[src/rtl/pwm_aq_pkg.sv]
package pwm_aq_pkg;
  localparam int DW  = 16;
  localparam int AW  = 8;
  localparam int NCH = 2;
  localparam int AQ_BITS = 12;

  localparam logic [AW-1:0] ADDR_CTL   = 8'h0E;
  localparam logic [AW-1:0] ADDR_CMP0  = 8'h12;
  localparam logic [AW-1:0] ADDR_AQ0   = 8'h16;
  localparam logic [AW-1:0] ADDR_FORCE = 8'h1C;

  typedef enum logic [1:0] {ACT_NONE, ACT_LOW, ACT_HIGH, ACT_TOG} act_e;
  typedef enum logic [1:0] {LD_ZERO, LD_PRD, LD_EITHER, LD_FROZEN} load_e;
  typedef enum logic [1:0] {FRC_OFF, FRC_LOW, FRC_HIGH, FRC_RSVD} frc_e;

  function automatic logic [DW-1:0] ctl_mask();
    logic [DW-1:0] m;
    m = '0;
    for (int c = 0; c < NCH; c++) begin
      m[2*c +: 2] = 2'b11;
      m[4 + 2*c]  = 1'b1;
    end
    return m;
  endfunction

  localparam logic [DW-1:0] CTL_MASK   = ctl_mask();
  localparam logic [DW-1:0] AQ_MASK    = DW'((1 << AQ_BITS) - 1);
  localparam logic [DW-1:0] FORCE_MASK = DW'((1 << (2*NCH)) - 1);
endpackage

[src/rtl/pwm_cmp_reg.sv]
module pwm_cmp_reg
  import pwm_aq_pkg::*;
#(
  parameter int W = DW
) (
  input  logic         clk_i,
  input  logic         rst_ni,
  input  logic         wr_i,
  input  logic [W-1:0] wdata_i,
  input  logic         shadow_en_i,
  input  load_e        load_sel_i,
  input  logic         tick_i,
  input  logic         zero_i,
  input  logic         period_i,
  output logic [W-1:0] cmp_o
);
  logic [W-1:0] buf_q, act_q;
  logic         load_hit;

  always_comb begin
    unique case (load_sel_i)
      LD_ZERO:   load_hit = zero_i;
      LD_PRD:    load_hit = period_i;
      LD_EITHER: load_hit = zero_i | period_i;
      default:   load_hit = 1'b0;
    endcase
    load_hit = load_hit & tick_i;
  end

  always_ff @(posedge clk_i or negedge rst_ni) begin
    if (!rst_ni) begin
      buf_q <= '0;
      act_q <= '0;
    end else begin
      if (wr_i) buf_q <= wdata_i;
      if (wr_i && !shadow_en_i)          act_q <= wdata_i;
      else if (shadow_en_i && load_hit)  act_q <= buf_q;
    end
  end

  assign cmp_o = act_q;

  a_r6_immediate_write: assert property (@(posedge clk_i) disable iff (!rst_ni)
    (wr_i && !shadow_en_i) |=> (cmp_o == $past(wdata_i)));

  a_r7_frozen_hold: assert property (@(posedge clk_i) disable iff (!rst_ni)
    (shadow_en_i && load_sel_i == LD_FROZEN) |=> $stable(cmp_o));
endmodule

[src/rtl/pwm_act_qual.sv]
module pwm_act_qual
  import pwm_aq_pkg::*;
(
  input  logic               clk_i,
  input  logic               rst_ni,
  input  logic               tick_i,
  input  logic               zero_i,
  input  logic               period_i,
  input  logic               cnt_up_i,
  input  logic               ca_hit_i,
  input  logic               cb_hit_i,
  input  logic [AQ_BITS-1:0] ctl_i,
  input  frc_e               frc_i,
  output logic               out_o
);
  localparam int NEV = 6;
  logic [NEV-1:0] ev;
  act_e           code;
  logic           aq_q;

  // event order is ascending priority: zero, period, A up, A down, B up, B down
  assign ev = {cb_hit_i & ~cnt_up_i, cb_hit_i & cnt_up_i,
               ca_hit_i & ~cnt_up_i, ca_hit_i & cnt_up_i,
               period_i, zero_i};

  always_comb begin
    code = ACT_NONE;
    for (int e = 0; e < NEV; e++)
      if (ev[e] && ctl_i[2*e +: 2] != 2'b00) code = act_e'(ctl_i[2*e +: 2]);
  end

  always_ff @(posedge clk_i or negedge rst_ni) begin
    if (!rst_ni) aq_q <= 1'b0;
    else if (tick_i) begin
      unique case (code)
        ACT_LOW:  aq_q <= 1'b0;
        ACT_HIGH: aq_q <= 1'b1;
        ACT_TOG:  aq_q <= ~aq_q;
        default:  aq_q <= aq_q;
      endcase
    end
  end

  always_comb begin
    unique case (frc_i)
      FRC_LOW:  out_o = 1'b0;
      FRC_HIGH: out_o = 1'b1;
      default:  out_o = aq_q;
    endcase
  end

  a_r10_hold_without_tick: assert property (@(posedge clk_i) disable iff (!rst_ni)
    !tick_i |=> $stable(aq_q));

  a_r9_cmpb_beats_cmpa: assert property (@(posedge clk_i) disable iff (!rst_ni)
    (tick_i && cnt_up_i && ca_hit_i && cb_hit_i && ctl_i[9:8] == 2'b01) |=> !aq_q);

  a_r11_force_high: assert property (@(posedge clk_i) disable iff (!rst_ni)
    (frc_i == FRC_HIGH) |-> out_o);

  a_r11_force_low: assert property (@(posedge clk_i) disable iff (!rst_ni)
    (frc_i == FRC_LOW) |-> !out_o);
endmodule

[src/rtl/pwm_cmp_aq.sv]
module pwm_cmp_aq
  import pwm_aq_pkg::*;
(
  input  logic          clk_i,
  input  logic          rst_ni,
  input  logic          wr_en_i,
  input  logic [AW-1:0] addr_i,
  input  logic [DW-1:0] wdata_i,
  output logic [DW-1:0] rdata_o,
  input  logic          tick_i,
  input  logic [DW-1:0] cnt_i,
  input  logic          zero_i,
  input  logic          period_i,
  input  logic          cnt_up_i,
  output logic [NCH-1:0] pwm_o
);
  logic [DW-1:0] ctl_q, frc_q;
  logic [DW-1:0] aq_q  [NCH];
  logic [DW-1:0] cmp_v [NCH];
  logic [NCH-1:0] hit;

  always_ff @(posedge clk_i or negedge rst_ni) begin
    if (!rst_ni) begin
      ctl_q <= '0;
      frc_q <= '0;
      for (int c = 0; c < NCH; c++) aq_q[c] <= '0;
    end else if (wr_en_i) begin
      if (addr_i == ADDR_CTL)   ctl_q <= wdata_i & CTL_MASK;
      if (addr_i == ADDR_FORCE) frc_q <= wdata_i & FORCE_MASK;
      for (int c = 0; c < NCH; c++)
        if (addr_i == AW'(ADDR_AQ0 + 2*c)) aq_q[c] <= wdata_i & AQ_MASK;
    end
  end

  always_comb begin
    rdata_o = '0;
    if (addr_i == ADDR_CTL)   rdata_o = ctl_q;
    if (addr_i == ADDR_FORCE) rdata_o = frc_q;
    for (int c = 0; c < NCH; c++) begin
      if (addr_i == AW'(ADDR_CMP0 + 2*c)) rdata_o = cmp_v[c];
      if (addr_i == AW'(ADDR_AQ0 + 2*c))  rdata_o = aq_q[c];
    end
  end

  for (genvar g = 0; g < NCH; g++) begin : g_cmp
    localparam logic [AW-1:0] MY_ADDR = AW'(ADDR_CMP0 + 2*g);
    pwm_cmp_reg #(.W(DW)) u_cmp (
      .clk_i       (clk_i),
      .rst_ni      (rst_ni),
      .wr_i        (wr_en_i && addr_i == MY_ADDR),
      .wdata_i     (wdata_i),
      .shadow_en_i (ctl_q[4 + 2*g]),
      .load_sel_i  (load_e'(ctl_q[2*g +: 2])),
      .tick_i      (tick_i),
      .zero_i      (zero_i),
      .period_i    (period_i),
      .cmp_o       (cmp_v[g])
    );
    assign hit[g] = (cnt_i == cmp_v[g]);
  end

  for (genvar g = 0; g < NCH; g++) begin : g_aq
    pwm_act_qual u_aq (
      .clk_i    (clk_i),
      .rst_ni   (rst_ni),
      .tick_i   (tick_i),
      .zero_i   (zero_i),
      .period_i (period_i),
      .cnt_up_i (cnt_up_i),
      .ca_hit_i (hit[0]),
      .cb_hit_i (hit[1]),
      .ctl_i    (aq_q[g][AQ_BITS-1:0]),
      .frc_i    (frc_e'(frc_q[2*g +: 2])),
      .out_o    (pwm_o[g])
    );
  end

  a_r2_unused_bits_zero: assert property (@(posedge clk_i) disable iff (!rst_ni)
    ((ctl_q & ~CTL_MASK) == '0) && ((frc_q & ~FORCE_MASK) == '0));
endmodule

[config.mk]
export PLATFORM = sky130hd
export DESIGN_NAME = pwm_cmp_aq
export DESIGN_NICKNAME = d
export VERILOG_FILES = /design/src/rtl/pwm_aq_pkg.sv /design/src/rtl/pwm_cmp_reg.sv /design/src/rtl/pwm_act_qual.sv /design/src/rtl/pwm_cmp_aq.sv
export SDC_FILE = /design/constraint.sdc
export NUM_CORES = 1
export LEC_CHECK = 0
export ABC_AREA = 1
export BUFFER_PORTS_ARGS = -buffer_cell sky130_fd_sc_hd__buf_4
export CORE_MARGIN = 5
export CORE_UTILIZATION = 30
export CTS_BUF_LIST = sky130_fd_sc_hd__clkbuf_16
export DETAILED_ROUTE_END_ITERATION = 10
export GPL_TIMING_DRIVEN = 0
export RECOVER_POWER = 25
export SLEW_MARGIN = 20
export SYNTH_ARGS = -nofsm -noshare
export SYNTH_HDL_FRONTEND = slang
export SYNTH_SLANG_ARGS = --single-unit
[constraint.sdc]
create_clock -name clk_i -period 1.7 [get_ports clk_i]
set_input_delay 0.17 -clock clk_i [delete_from_list [all_inputs] [get_ports clk_i]]
set_output_delay 0.17 -clock clk_i [all_outputs]
set_load 0.005 [all_outputs]
== Word-level counts from Yosys, hierarchy flattened ==
Cells that the tools add are included.
Word-level totals
  flip-flop bits (word level): 100
  input bits: 47
  logic and storage cells: 114
Cells by class
  eq/ne operators: 22
  mux-type cells: 28
  bitwise operators: 10
  reductions and logical operators: 44
Operators with widths (number)
  two-way mux 16 bit: 9
  equality test 8 x 5 -> 1 bit, second input constant: 5
  equality test 16 bit: 2
  nonzero test 2 bit: 14
  two-way mux 2 bit: 12
  logical AND 1 bit: 18
  equality test 2 bit, second input constant: 8
  equality test 2 x 1 -> 1 bit, second input constant: 6
  one-hot mux 1 bit (3 select lines): 4
  AND reduction 2 bit: 6
  equality test 8 x 4 -> 1 bit, second input constant: 1
  two-way mux 7 bit: 1
  bitwise AND 1 bit: 6
  nonzero test 3 bit: 2
  logical NOT 2 bit: 2
  one-hot mux 1 bit (2 select lines): 2
  inverter 1 bit: 3
  logical NOT 1 bit: 2
  bitwise OR 1 bit: 1

== Depth between registers and ports, before layout ==
  depth after elaboration: 11
  gate-level depth with buffers: 15
  gate-level depth less buffers: 15

== By module ==
Synthesis repeated with hierarchy kept, for this count alone.
Unflattened totals
  cell total of the unflattened synthesis: 811
  area, all modules: 5855.6 um2
By module, submodules not included
  pwm_cmp_reg: times used 2, cells an instance 181, area an instance 1440.1 um2, seq. area each 800.8 um2
  pwm_cmp_aq: times used 1, cells an instance 331, area an instance 2412.3 um2, seq. area each 850.8 um2
  pwm_act_qual: times used 2, cells an instance 59, area an instance 281.5 um2, seq. area each 25.0 um2

== Worst setup path after synthesis ==
Ideal clock, no wire load.
  path type: register to register
  start: register g_cmp[1].u_cmp.act_q[1]
  end: register g_aq[0].u_aq.aq_q
  setup time: 116 ps
  arrival: 1337 ps
  data required time: 1584 ps
  path slack: 247 ps
  cell stages (with the launch flop): 14
  clock period less this slack: 1453 ps
  cell sequence: dfrtp_1 -> xor2_1 -> nor2_1 -> nand2_1 -> nor2_1 -> nand3_1 -> nor2_2 -> nand2_1 -> nand2_1 -> inv_1 -> nand2_1 -> nand2_1 -> nand2_1 -> nand2_1
Between the ends
  longest elaborated chain between the ends: 8
Ends and longest elaborated chain
  start, declared: RTL line pwm_cmp_reg.sv:17  | logic [W-1:0] buf_q, act_q;
  start signal, assigned: RTL line pwm_cmp_reg.sv:36  | if (wr_i && !shadow_en_i) act_q <= wdata_i;
  start signal, assigned: RTL line pwm_cmp_reg.sv:37  | else if (shadow_en_i && load_hit) act_q <= buf_q;
  equality test 16 bit (*): RTL line pwm_cmp_aq.sv:59  | assign hit[g] = (cnt_i == cmp_v[g]);
  bitwise AND 1 bit: RTL line pwm_act_qual.sv:22  | assign ev = {cb_hit_i & ~cnt_up_i, cb_hit_i & cnt_up_i,
  logical AND 1 bit: RTL line pwm_act_qual.sv:29  | if (ev[e] && ctl_i[2*e +: 2] != 2'b00) code = act_e'(ctl_i[2*e +: 2]);
  two-way mux 2 bit: RTL line pwm_act_qual.sv:29
  two-way mux 2 bit (*): RTL line pwm_act_qual.sv:29
  equality test 2 x 1 -> 1 bit or equality test 2 bit (tied branches): RTL line pwm_act_qual.sv:35  | unique case (code)
  nonzero test 3 bit (no line)
  AND reduction 2 bit (no line)
  end signal, assigned: RTL line pwm_act_qual.sv:38  | ACT_TOG: aq_q <= ~aq_q;
  end signal, assigned: RTL line pwm_act_qual.sv:39  | default: aq_q <= aq_q;
  end, declared: RTL line pwm_act_qual.sv:19  | logic aq_q;
Mark *: on every way between the ends. The rest lies on a longest branch, timed or not.
A chain may end at the register's enable or synchronous reset.

== Worst setup path in the final report ==
  start: input port addr_i[1]
  end: register g_cmp[0].u_cmp.buf_q[11]
Between the ends
  longest elaborated chain between the ends: 2
Ends and longest elaborated chain
  start, declared: RTL line pwm_cmp_aq.sv:7  | input logic [AW-1:0] addr_i,
  equality test 8 x 5 -> 1 bit: RTL line pwm_cmp_aq.sv:50  | .wr_i (wr_en_i && addr_i == MY_ADDR),
  logical AND 1 bit: RTL line pwm_cmp_aq.sv:50
  end signal, assigned: RTL line pwm_cmp_reg.sv:35  | if (wr_i) buf_q <= wdata_i;
  end, declared: RTL line pwm_cmp_reg.sv:17
Every way passes these cells.

==> metrics.cfg <==
[outcome]
status=finished, violations left
violations=setup timing

[grt]
grt_pass1_vias=4975
grt_pass1_wl_um=26990
grt_util_all_layers_pct=16.01
gr-total-overflow=0
antenna_found_initial=0
grt_max_degree=101

[logic_synthesis]
synth.cell_area_mm2=0.005587
ys_seq_elements=100
synth_warnings=0
yosysUniqueCellTypes=42
syn-num-nets=746
synth_area_per_cell_um2=8.015
synth_xor_area_share_pct=2.979
yosys.area_share.simple_pct=23.18
synthAdderAreaFrac_pct=0.4479
ys_seq_area_share_pct=44.79
synthCells=697
synth_top_family_by_area=simple AND/OR/NAND/NOR gates
synth_compound_area_share_pct=18.41
synthMuxAreaShare_pct=0.4031

[clocking]
cts_tree=done
cts_made_buffers=9
cts_root_buffer=clkbuf_16
clock_path_buffers=2
cts_max_level=3
clock_latency_ns=0.36
clk_pin_slew_worst_paths_ns=0.07
clock_sinks=100

[drt]
dr.pass1.iters=4
vias=4986
routed_via_density=4.827
drc=0
drt-initial-drc-count=370
post_drt_wl_per_cell_um=16.96
routed_wl_um=17520
ant_nets=0

[placed_design]
placed_cell_area_mm2=0.006364
place_hpwl_um=12660
dpl.cell_count=995
place.gp.congestion=0.8738
pre_cts_slack_ns=-0.3126
portBuffers=64

[timing]
finalHoldViolCount=0
setup_tns_ns=-2.736
setup_slack_ns=-0.1195
rsz0062_at_grt=yes
finClkSkew_ns=0.006363
relSlewSlack_pct=37.25
slew_viol_final=0
period_needed_ns=1.820
setup-violations-final=40
timing.fmax_mhz=549.6
whs_ns=0.03867
tightest_slew_ns=0.9412
period_share_pct=107.0

[worst_setup_path]
cp.arrival_ns=2.03
path_class=input port to flip-flop
reg2reg_slack_ns=-0.04
rr_endpoint=g_aq[1].u_aq.aq_q
timing.rr.start=g_cmp[0].u_cmp.cmp_o[15]
cp.required_ns=1.91
cp-start-kind=input port
rr_worst_depth=11
cp-end-kind=flip-flop
worstPathMaxFanout=10

[power]
ir_worst_vdd_mv=0.5577
powerDensity_mw_per_mm2=1026
leakage_nw=3.515

[finish]
stdcell_area_mm2=0.007234
nets=843
diodes=0
syn2layout_area_growth_pct=29.50
layout-drive-gt1-share_pct=27.16
fillers=1893
finalNonFillerCells=1033

[min_path]
hold_end=g_cmp[0].u_cmp.buf_q[13]
hold_path_class=input port to flip-flop
whs_path_depth=3
hold_start=wdata_i[13]

[floorplanning]
core.rowCount=50
coreArea_mm2=0.01852
io_pins=65
die_area_mm2=0.02145
die_w_um=146.5
initial_core_util_pct=30.17
fp.dieH_um=146.5

[run]
max-cap-violations=0

## timing repair
action,4_1_cts,5_1_grt
pin swaps,19,29
endpoints found under the hold margin,80,0
buffers inserted,9,12
hold buffers,1,0
gates cloned,1,1
resized for setup,49,60
setup endpoints to repair,39,31
## Yosys cell counts, drive strengths merged
cell type | instances | area (um^2)
nand4 | 6 | 50.04
dfrtp | 100 | 2502
nor4 | 1 | 6.260
mux2 | 2 | 22.52
o221ai | 28 | 351.6
nand2 | 217 | 837.1
xor2 | 19 | 166.4
o32ai | 2 | 17.52
a22oi | 1 | 7.510
nor3 | 6 | 56.31
or2 | 7 | 46.30
a21oi | 15 | 75.07
o2111ai | 9 | 78.83
buf | 14 | 106.3
nand3 | 12 | 60.06
ha | 2 | 25.02
and2 | 1 | 6.260
inv | 108 | 405.4
o21ai | 77 | 404.1
nor2 | 49 | 232.7
clkbuf | 9 | 35.03
o22ai | 5 | 31.28
o211ai | 3 | 27.52
a221oi | 4 | 35.03
## state kept, by name (all words and copies together), names as in the netlist
signal and count:
g_aq.u_aq.aq_q 2, g_cmp.u_cmp.cmp_o 32, frc_q 4, aq_q 24, ctl_q 6, g_cmp.u_cmp.buf_q 32
## worst max-delay path by stage
stage                             startpoint                  endpoint  slack [ns]
floorplan            g_cmp[1].u_cmp.cmp_o[1]         g_aq[0].u_aq.aq_q        0.25
global placement                   addr_i[1]                rdata_o[3]       -0.35
detailed placement                 addr_i[1]                rdata_o[3]       -0.31
CTS                                 frc_q[3]                  pwm_o[1]       -0.05
global route        g_cmp[1].u_cmp.cmp_o[12]         g_aq[0].u_aq.aq_q       -0.24
finish                             addr_i[1]  g_cmp[0].u_cmp.buf_q[11]       -0.12
## power by group
group | leakage (nW) | total (mW) | internal, mW | switching, mW
logic | 2.10 | 1.87 | 0.795 | 1.07
clock network | 0.161 | 2.39 | 1.43 | 0.954
registers | 1.25 | 3.17 | 2.84 | 0.328
## final cells by class
type                    instances  area (um^2)  area share (%)
plain buffers                  21        175.2           2.421
clock buffers                   9        225.2           3.113
clock inverters                 7        115.1           1.591
inverters                     108        412.9           5.707
multi-input cells             466         2794           38.62
flip-flops and latches        100         2502           34.59
well taps                     234        292.8           4.047
repair buffers                 88        716.9           9.910
## worst max-delay path: stages
cell	delay [ns]
buf_8	0.09
inv_8	0.02
or2_4	0.25
nor3_4	0.12
nand2_2	0.10
buf_2	0.14
nor2_1	0.45
clkbuf_1	0.51
o21ai_0	0.17
## layout by cell type, fill, tap and decap left out, drive strengths merged, types with 2 or more instances in the layout
cell	instances
clkbuf	19
or2	7
clkinv	2
nor2	49
inv	108
o21ai	77
mux2	2
buf	98
xor2	19
o22ai	5
o2111ai	9
o32ai	2
o221ai	28
nand3	12
nor3	6
o211ai	3
clkinvlp	2
ha	2
nand2	217
dfrtp	100
bufinv	3
a21oi	15
a221oi	4
nand4	6
## cell families (layout without fill, tap and decap cells)
logic type	count (synthesis)	after routing
adder cells (fa/ha/maj)	2	2
AND/OR/NAND/NOR	299	299
buffers and inverters	131	233
multiplexers	2	2
flip-flops	100	100
XOR/XNOR	19	19
AO/OA/AOI/OAI	144	144
## per-stage QoR
| stage | power [mW] | util, % |
|---|---|---|
| 2_1_floorplan | 4.317 | - |
| 3_3_place_gp | 4.890 | 34.34 |
| 3_5_place_dp | 4.930 | 34.36 |
| 4_1_cts | 7.380 | 37.60 |
| 5_1_grt | 7.837 | 39.07 |
| 6_report | 7.423 | 39.07 |
## routing by layer
layer  up-vias  wire [um]  track usage [%]
li1       2464          -                -
met1      2370       7624            20.88
met2       120       8594            26.39
met3        32        785            2.607
met4         0        515            6.773
met5         -          0                0
Power figures use the tool's default switching activity.
